--- src/rtl/sensor_scan_pkg.sv ---
package sensor_scan_pkg;
  typedef enum logic [2:0] {
    ST_IDLE,
    ST_GATE,
    ST_WAIT,
    ST_GAP,
    ST_TX
  } seq_state_e;

  localparam int unsigned WORD_W = 32;
endpackage

--- src/rtl/scan_seq.sv ---
module scan_seq
  import sensor_scan_pkg::*;
#(
  parameter int unsigned N_SENS  = 24,
  parameter int unsigned WIN_CYC = 16,
  localparam int unsigned IDX_W  = $clog2(N_SENS),
  localparam int unsigned WIN_W  = $clog2(WIN_CYC + 1)
) (
  input  logic              clk_i,
  input  logic              rst_ni,
  input  logic              cont_mode_i,
  input  logic              trigger_i,
  input  logic              meas_done_i,
  input  logic              frame_done_i,
  output logic [N_SENS-1:0] sens_en_o,
  output logic              meas_start_o,
  output logic              capture_o,
  output logic              tx_start_o
);
  localparam logic [IDX_W-1:0] LAST_IDX = IDX_W'(N_SENS - 1);
  localparam logic [WIN_W-1:0] WIN_END  = WIN_W'(WIN_CYC - 1);

  seq_state_e       state_q;
  logic [IDX_W-1:0] idx_q;
  logic [WIN_W-1:0] win_q;
  logic             sens_on;

  always_ff @(posedge clk_i or negedge rst_ni) begin
    if (!rst_ni) begin
      state_q <= ST_IDLE;
      idx_q   <= '0;
      win_q   <= '0;
    end else begin
      case (state_q)
        ST_IDLE: if (cont_mode_i || trigger_i) begin
          state_q <= ST_GATE;
          idx_q   <= '0;
          win_q   <= '0;
        end
        ST_GATE: begin
          if (win_q == WIN_END) state_q <= ST_WAIT;
          else                  win_q   <= win_q + 1'b1;
        end
        ST_WAIT: if (meas_done_i) state_q <= ST_GAP;
        ST_GAP: begin
          if (idx_q == LAST_IDX) begin
            state_q <= ST_TX;
          end else begin
            idx_q   <= idx_q + 1'b1;
            win_q   <= '0;
            state_q <= ST_GATE;
          end
        end
        ST_TX: if (frame_done_i) begin
          // back-to-back restart skips the idle state
          if (cont_mode_i) begin
            state_q <= ST_GATE;
            idx_q   <= '0;
            win_q   <= '0;
          end else begin
            state_q <= ST_IDLE;
          end
        end
        default: state_q <= ST_IDLE;
      endcase
    end
  end

  assign sens_on      = (state_q == ST_GATE) || (state_q == ST_WAIT);
  assign meas_start_o = (state_q == ST_GATE);
  assign capture_o    = (state_q == ST_WAIT) && meas_done_i;
  assign tx_start_o   = (state_q == ST_GAP) && (idx_q == LAST_IDX);

  for (genvar k = 0; k < N_SENS; k++) begin : g_en
    assign sens_en_o[k] = sens_on && (idx_q == IDX_W'(k));
  end

  p_onehot_en_r2: assert property (@(posedge clk_i) disable iff (!rst_ni)
    $onehot0(sens_en_o));

  p_gap_r3: assert property (@(posedge clk_i) disable iff (!rst_ni)
    ((|sens_en_o) && (sens_en_o != $past(sens_en_o))) |-> ($past(sens_en_o) == '0));

  p_gate_needs_en_r4: assert property (@(posedge clk_i) disable iff (!rst_ni)
    meas_start_o |-> (|sens_en_o));

  p_capture_after_gate_r4: assert property (@(posedge clk_i) disable iff (!rst_ni)
    capture_o |=> ((sens_en_o == '0) && !meas_start_o));
endmodule

--- src/rtl/scan_chain.sv ---
module scan_chain #(
  parameter int unsigned N_STAGE = 24,
  parameter int unsigned DATA_W  = 26
) (
  input  logic              clk_i,
  input  logic              rst_ni,
  input  logic              load_i,
  input  logic              adv_i,
  input  logic [DATA_W-1:0] data_i,
  output logic [DATA_W-1:0] head_o
);
  logic [DATA_W-1:0] stg_q [N_STAGE];

  // captures enter at the tail; transmit drains from the head
  always_ff @(posedge clk_i or negedge rst_ni) begin
    if (!rst_ni) begin
      for (int k = 0; k < N_STAGE; k++) stg_q[k] <= '0;
    end else if (load_i || adv_i) begin
      for (int k = 0; k < N_STAGE - 1; k++) stg_q[k] <= stg_q[k+1];
      stg_q[N_STAGE-1] <= load_i ? data_i : '0;
    end
  end

  assign head_o = stg_q[0];

  p_single_shift_r7: assert property (@(posedge clk_i) disable iff (!rst_ni)
    !(load_i && adv_i));
endmodule

--- src/rtl/frame_tx.sv ---
module frame_tx
  import sensor_scan_pkg::*;
#(
  parameter int unsigned N_SENS   = 24,
  parameter int unsigned CNT_W    = 26,
  parameter logic [7:0]  HDR_BYTE = 8'hA5,
  localparam int unsigned IDX_W   = $clog2(N_SENS)
) (
  input  logic             clk_i,
  input  logic             rst_ni,
  input  logic             start_i,
  input  logic [CNT_W-1:0] head_i,
  input  logic             tx_ready_i,
  output logic [7:0]       tx_data_o,
  output logic             tx_valid_o,
  output logic             adv_o,
  output logic             done_o
);
  localparam logic [IDX_W-1:0] LAST_IDX = IDX_W'(N_SENS - 1);

  logic             active_q, hdr_q;
  logic [IDX_W-1:0] sens_q;
  logic [2:0]       bsel_q;
  logic             acc;
  logic [WORD_W-1:0] word;

  assign acc    = active_q && tx_ready_i;
  assign adv_o  = acc && !hdr_q && (bsel_q == 3'd4);
  assign done_o = adv_o && (sens_q == LAST_IDX);
  assign word   = WORD_W'(head_i);

  always_ff @(posedge clk_i or negedge rst_ni) begin
    if (!rst_ni) begin
      active_q <= 1'b0;
      hdr_q    <= 1'b0;
      sens_q   <= '0;
      bsel_q   <= '0;
    end else if (start_i) begin
      active_q <= 1'b1;
      hdr_q    <= 1'b1;
      sens_q   <= '0;
      bsel_q   <= '0;
    end else if (acc) begin
      if (hdr_q) begin
        hdr_q <= 1'b0;
      end else if (bsel_q == 3'd4) begin
        bsel_q <= '0;
        if (sens_q == LAST_IDX) active_q <= 1'b0;
        else                    sens_q   <= sens_q + 1'b1;
      end else begin
        bsel_q <= bsel_q + 1'b1;
      end
    end
  end

  always_comb begin
    if (hdr_q) begin
      tx_data_o = HDR_BYTE;
    end else begin
      case (bsel_q)
        3'd0:    tx_data_o = 8'(sens_q);
        3'd1:    tx_data_o = word[31:24];
        3'd2:    tx_data_o = word[23:16];
        3'd3:    tx_data_o = word[15:8];
        default: tx_data_o = word[7:0];
      endcase
    end
  end

  assign tx_valid_o = active_q;

  p_hold_r6: assert property (@(posedge clk_i) disable iff (!rst_ni)
    (tx_valid_o && !tx_ready_i) |=> (tx_valid_o && $stable(tx_data_o)));

  p_start_idle_r5: assert property (@(posedge clk_i) disable iff (!rst_ni)
    start_i |-> !tx_valid_o);
endmodule

--- src/rtl/sensor_scan_top.sv ---
module sensor_scan_top #(
  parameter int unsigned N_ROWS   = 4,
  parameter int unsigned N_COLS   = 6,
  parameter int unsigned CNT_W    = 26,
  parameter int unsigned WIN_CYC  = 16,
  parameter logic [7:0]  HDR_BYTE = 8'hA5,
  localparam int unsigned N_SENS  = N_ROWS * N_COLS
) (
  input  logic              clk_i,
  input  logic              rst_ni,
  input  logic              cont_mode_i,
  input  logic              trigger_i,
  output logic [N_SENS-1:0] sens_en_o,
  output logic              meas_start_o,
  input  logic              meas_done_i,
  input  logic [CNT_W-1:0]  meas_count_i,
  output logic [7:0]        tx_data_o,
  output logic              tx_valid_o,
  input  logic              tx_ready_i
);
  logic capture, tx_start, adv, frame_done;
  logic [CNT_W-1:0] head;

  scan_seq #(.N_SENS(N_SENS), .WIN_CYC(WIN_CYC)) u_seq (
    .clk_i, .rst_ni, .cont_mode_i, .trigger_i, .meas_done_i,
    .frame_done_i(frame_done), .sens_en_o, .meas_start_o,
    .capture_o(capture), .tx_start_o(tx_start)
  );

  scan_chain #(.N_STAGE(N_SENS), .DATA_W(CNT_W)) u_chain (
    .clk_i, .rst_ni, .load_i(capture), .adv_i(adv),
    .data_i(meas_count_i), .head_o(head)
  );

  frame_tx #(.N_SENS(N_SENS), .CNT_W(CNT_W), .HDR_BYTE(HDR_BYTE)) u_tx (
    .clk_i, .rst_ni, .start_i(tx_start), .head_i(head), .tx_ready_i,
    .tx_data_o, .tx_valid_o, .adv_o(adv), .done_o(frame_done)
  );

  p_quiet_tx_r7: assert property (@(posedge clk_i) disable iff (!rst_ni)
    tx_valid_o |-> (sens_en_o == '0));
endmodule

--- config.mk ---
export PLATFORM = sky130hd
export DESIGN_NAME = sensor_scan_top
export DESIGN_NICKNAME = d
export VERILOG_FILES = /design/src/rtl/sensor_scan_pkg.sv /design/src/rtl/scan_seq.sv /design/src/rtl/scan_chain.sv /design/src/rtl/frame_tx.sv /design/src/rtl/sensor_scan_top.sv
export SDC_FILE = /design/constraint.sdc
export NUM_CORES = 1
export LEC_CHECK = 0
export CORE_AREA = 4 4 268 297
export CTS_BUF_LIST = sky130_fd_sc_hd__clkbuf_8 sky130_fd_sc_hd__clkbuf_16
export CTS_CLUSTER_SIZE = 10
export DETAILED_ROUTE_END_ITERATION = 10
export DIE_AREA = 0 0 272 301
export DONT_BUFFER_PORTS = 1
export GPL_TIMING_DRIVEN = 0
export HOLD_SLACK_MARGIN = 0.06
export PLACE_DENSITY_LB_ADDON = 0.08
export SYNTH_ARGS = -nofsm -noshare
export SYNTH_HDL_FRONTEND = slang
export SYNTH_SLANG_ARGS = --single-unit
export TNS_END_PERCENT = 5
--- constraint.sdc ---
create_clock -name clk_i -period 2.4 [get_ports clk_i]
set_input_delay 0.48 -clock clk_i [delete_from_list [all_inputs] [get_ports clk_i]]
set_output_delay 0.48 -clock clk_i [all_outputs]
set_load 0.005 [all_outputs]
==> summary.md <==
| Metric | Value |
|---|---|
| Via count | 12700 |
| Final hold vios | 112 |
| Critical Path Source Type | flop |
| R2R setup slack | -0.02 ns |
| Register bit total from synthesis | 647 |
| Slew @ Worst Pin | 2.79 ns |
| Unrepaired setup endpoints after global routing | yes |
| CP required | 1.92 ns |
| Total die area | around 82000 µm² |
| PnR worst setup slack | -0.311 ns |
| Minimum clock period | 2.71 ns |
| Starting DRT DRC Count | 566 |
| First-pass GRT wire length | 75.6 mm |
| Detail Route met3 WL | 1.66 mm |
| Slew margin rel. | -86.1% |
| Largest family of logic cells by synthesized area | multiplexers |
| Tcrit/Tclk final | 113% |
| Inst Count DP | 2622 |
| Clock Skews | 0.0154 ns |
| Layout cells sized above 1 | between 40% and 50% |
| Commonest cells after routing, fill and taps aside | dfrtp_1 (642), mux2_2 (288), mux2_4 (192) |
| DR pass1 iterations | 4 |
| Sinks on Clock Net | 647 |
| FF-to-FF End | u_chain.stg_q[423]$_DFFE_PN0P_ |
| Crit-path slowest cell | dfrtp_2 |
| Worst vdd ir | 0.000574 V |
| Critical Path Max Stage Delay | a little over 0.4 ns |
| Worst EP arrival | around 2.2 ns |
| Cells after Synth | between 1500 and 2000 |
| H-tree depth | 3 |
| Vias in the first global route | between 10000 and 15000 |
| Ant. Diodes | 0 |
| Port bufs | 0 |
| Commonest non-fill, non-tap cell in the layout | dfrtp_1 |
| Worst Reg-to-Reg Cells | 11 |
| Syn Std Cell Area | 25100 µm² |
| Yosys warns | 0 |
| Initial Utilization | 32.7% |
| CP top delay family | simple AND/OR/NAND/NOR gates |
| Post-synthesis sequential area ratio | 64.5% |
| Final Setup Violations | 49 |
| # fillers | between 7000 and 8000 |
| Per-cell routed wire length | 16.6 µm |
| CTS hold repair buffers | 27 |
| Gr usage total | 11.2% |
| Top-level I/O count | 66 |
| CTS tree | yes |
| CP Depth | 7 |
| CTS Buffer Depth | 3 |
| Hold Crit Class | input pin to asynchronous set/reset pin |
| Grt ovf | 0 |
| Fin Setup TNS | -3.77 ns |
| Net count after synthesis | 1631 |
| Crit path kind | flop to output pin |
| TritonCTS Buffers | between 70 and 80 |
| Initial antenna violation count | 0 |
| Fmax | 369 MHz |
| RR Startpoint | u_seq.state_q[1]$_DFFE_PN0P_ |
| Synth-to-Final Area Change | 21.6% |
| Largest net degree at the start of global routing | 648 |
| Final Slew Violations | 564 |
| Vias per cell | between 4 and 5 |
| Antenna-violating nets left | 0 |
| Area of the core | 76700 µm² |
| Count of different cell masters after synthesis | 48 |
| Status | finished, violations left |
| Drt drc | 0 |
| Row cnt | approximately 110 |
| Wirelength, routed | 46.3 mm |
| Clk_lat worst skew | 0.59 ns |
| Detail Placement HPWL | 28.7 mm |
| Leakage | ~15 nW |
| Post-Synth XOR/XNOR Area | 0.174% |
| Synthesized area per cell | roughly 16 µm² |
| Top Metal Used | met4 |
| Violated checks | negative hold slack, max-slew violations, negative setup slack |
| P per Cell Area | 835 nW/µm² |
| Critical Path Fanout Max | 6 |
| Layout Utilization | 39.8% |
| Die width | between 200 and 300 µm |
| Met1 WL | around 20 mm |
| Metal2 WL | 23.2 mm |
| Nets | roughly 1800 |
| Die H | 301 µm |
| CP bufs+invs | 2 |
| Synth Area in Simple Gates | 3.08% |
| Adder-Cell Fraction of Synth Area | 0.648% |
| Clock transition at path regs | 0.05 ns |
| Worst path cell trace | inv_2 > ha_2 > or3_4 > a21oi_4 > buf_12 > a222oi_1 > nor2_1 |
| Max Cap Violations | 0 |
| RD Place Congestion | 0.728 |
| Critical Path End Type | output pin |
| Complex-gate fraction of the synthesized area | 1.63% |
| Fin cells | roughly 2800 |
| Mux cell area share after synthesis | between 20% and 30% |
| Final hold slack | -0.399 ns |
| Root buffer cell | clkbuf_16 |
## per-layer routing
layer  vias to the layer above  GRT usage (%)
met3                        85           2.41
met5                         -              0
met1                      6559           14.1
li1                       5909              -
met4                         0           4.05
met2                       141           19.2
## cells by family after synthesis
group	Yosys count
DFF	647
muxes	603
and+or+nand+nor	158
buffers and inverters	95
AOI/OAI and AO/OA	65
adders and majority gates	13
xor gates and xnor gates	5
## repair_timing
item                       4_1_cts  5_1_grt
resized for setup               62      276
hold endpoints to repair       674      647
setup endpoints to repair      654      629
pin swaps                        9       10
gates cloned                     0        5
buffers inserted                 8       15
## how the worst max path moves through the flow
stage	slack (ns)	endpoint	startpoint
final	-0.31	tx_data_o[6]	u_tx.bsel_q[1]$_DFFE_PN0P_
after global routing	-0.40	tx_data_o[6]	u_tx.bsel_q[1]$_DFFE_PN0P_
after CTS	-0.36	tx_data_o[2]	u_tx.bsel_q[0]$_DFFE_PN0P_
after detailed placement	-0.41	u_chain.stg_q[21]$_DFFE_PN0P_	u_tx.hdr_q$_DFFE_PN0P_
after global placement	-0.68	u_chain.stg_q[24]$_DFFE_PN0P_	u_seq.state_q[2]$_DFFE_PN0P_
after floorplan	0.12	tx_data_o[2]	u_tx.bsel_q[0]$_DFFE_PN0P_
## cells in the mapped netlist, drive strengths merged
library cell  count  area, µm²
a211oi            1       7.51
a222oi            6       60.1
and2             22        138
or2               2       12.5
buf              70        648
nor4              5       37.5
a221o             1       10.0
or3               2       12.5
mux2i             4       40.0
a21oi            11       55.1
a31oi             1       6.26
o21ai            32        164
xnor2             2       17.5
o311ai            1       8.76
and4b             2       20.0
mux2            599       6750
nand3             3       15.0
nor2b             5       31.3
nor3b             3       22.5
nand3b            2       15.0
dfrtp           647      16200
a31o              1       8.76
nand4             3       18.8
or4b              1       10.0
xor2              3       26.3
inv              13       48.8
a21o              3       22.5
a211o             2       17.5
and3              6       37.5
nor3              5       25.0
a221oi            3       26.3
ha               13        163
nand4b            1       8.76
nor2             24       90.1
clkbuf           12       45.0
o211ai            2       15.0
a22o              1       8.76
or4               1       7.51
nand2b            2       12.5
nand2            69        259
## final cells by class
class | count | area (µm²) | share of cell area (%)
Clock buffer | 87 | 2100 | 6.87
Sequential cell | 647 | 16200 | 53.0
Clock inverter | 20 | 129 | 0.422
Multi-Input combinational cell | 844 | 9130 | 29.9
Buffer | 80 | 1020 | 3.33
Tap cell | 1035 | 1290 | 4.24
Inverter | 13 | 56.3 | 0.184
Timing Repair Buffer | 56 | 612 | 2.00
## state kept, by name, summed over array words and instances, names as in the netlist
signal / flops
u_chain.head_o: 26
u_seq.idx_q: 5
u_seq.win_q: 5
u_chain.stg_q: 598
u_tx.sens_q: 5
u_tx.tx_valid_o: 1
u_tx.bsel_q: 3
u_seq.state_q: 3
u_tx.hdr_q: 1
## stage by stage
| stage | power [mW] | instance area (µm²) | setup slack [ns] |
|---|---|---|---|
| floorplan | 13.6 | 25100 | 0.116 |
| global placement | 14.1 | 26400 | -0.682 |
| detailed placement | 14.2 | 26400 | -0.408 |
| CTS | 25.3 | 29200 | -0.360 |
| global route | 26.8 | 30500 | -0.400 |
| finish | 25.5 | 30500 | -0.311 |
## where the power goes
part	internal (mW)	total, mW	switching [mW]
Sequential	11.7	12.2	0.501
Combinational	1.68	2.84	1.15
Clock	6.23	10.5	4.23
Power figures use the tool's default switching activity.
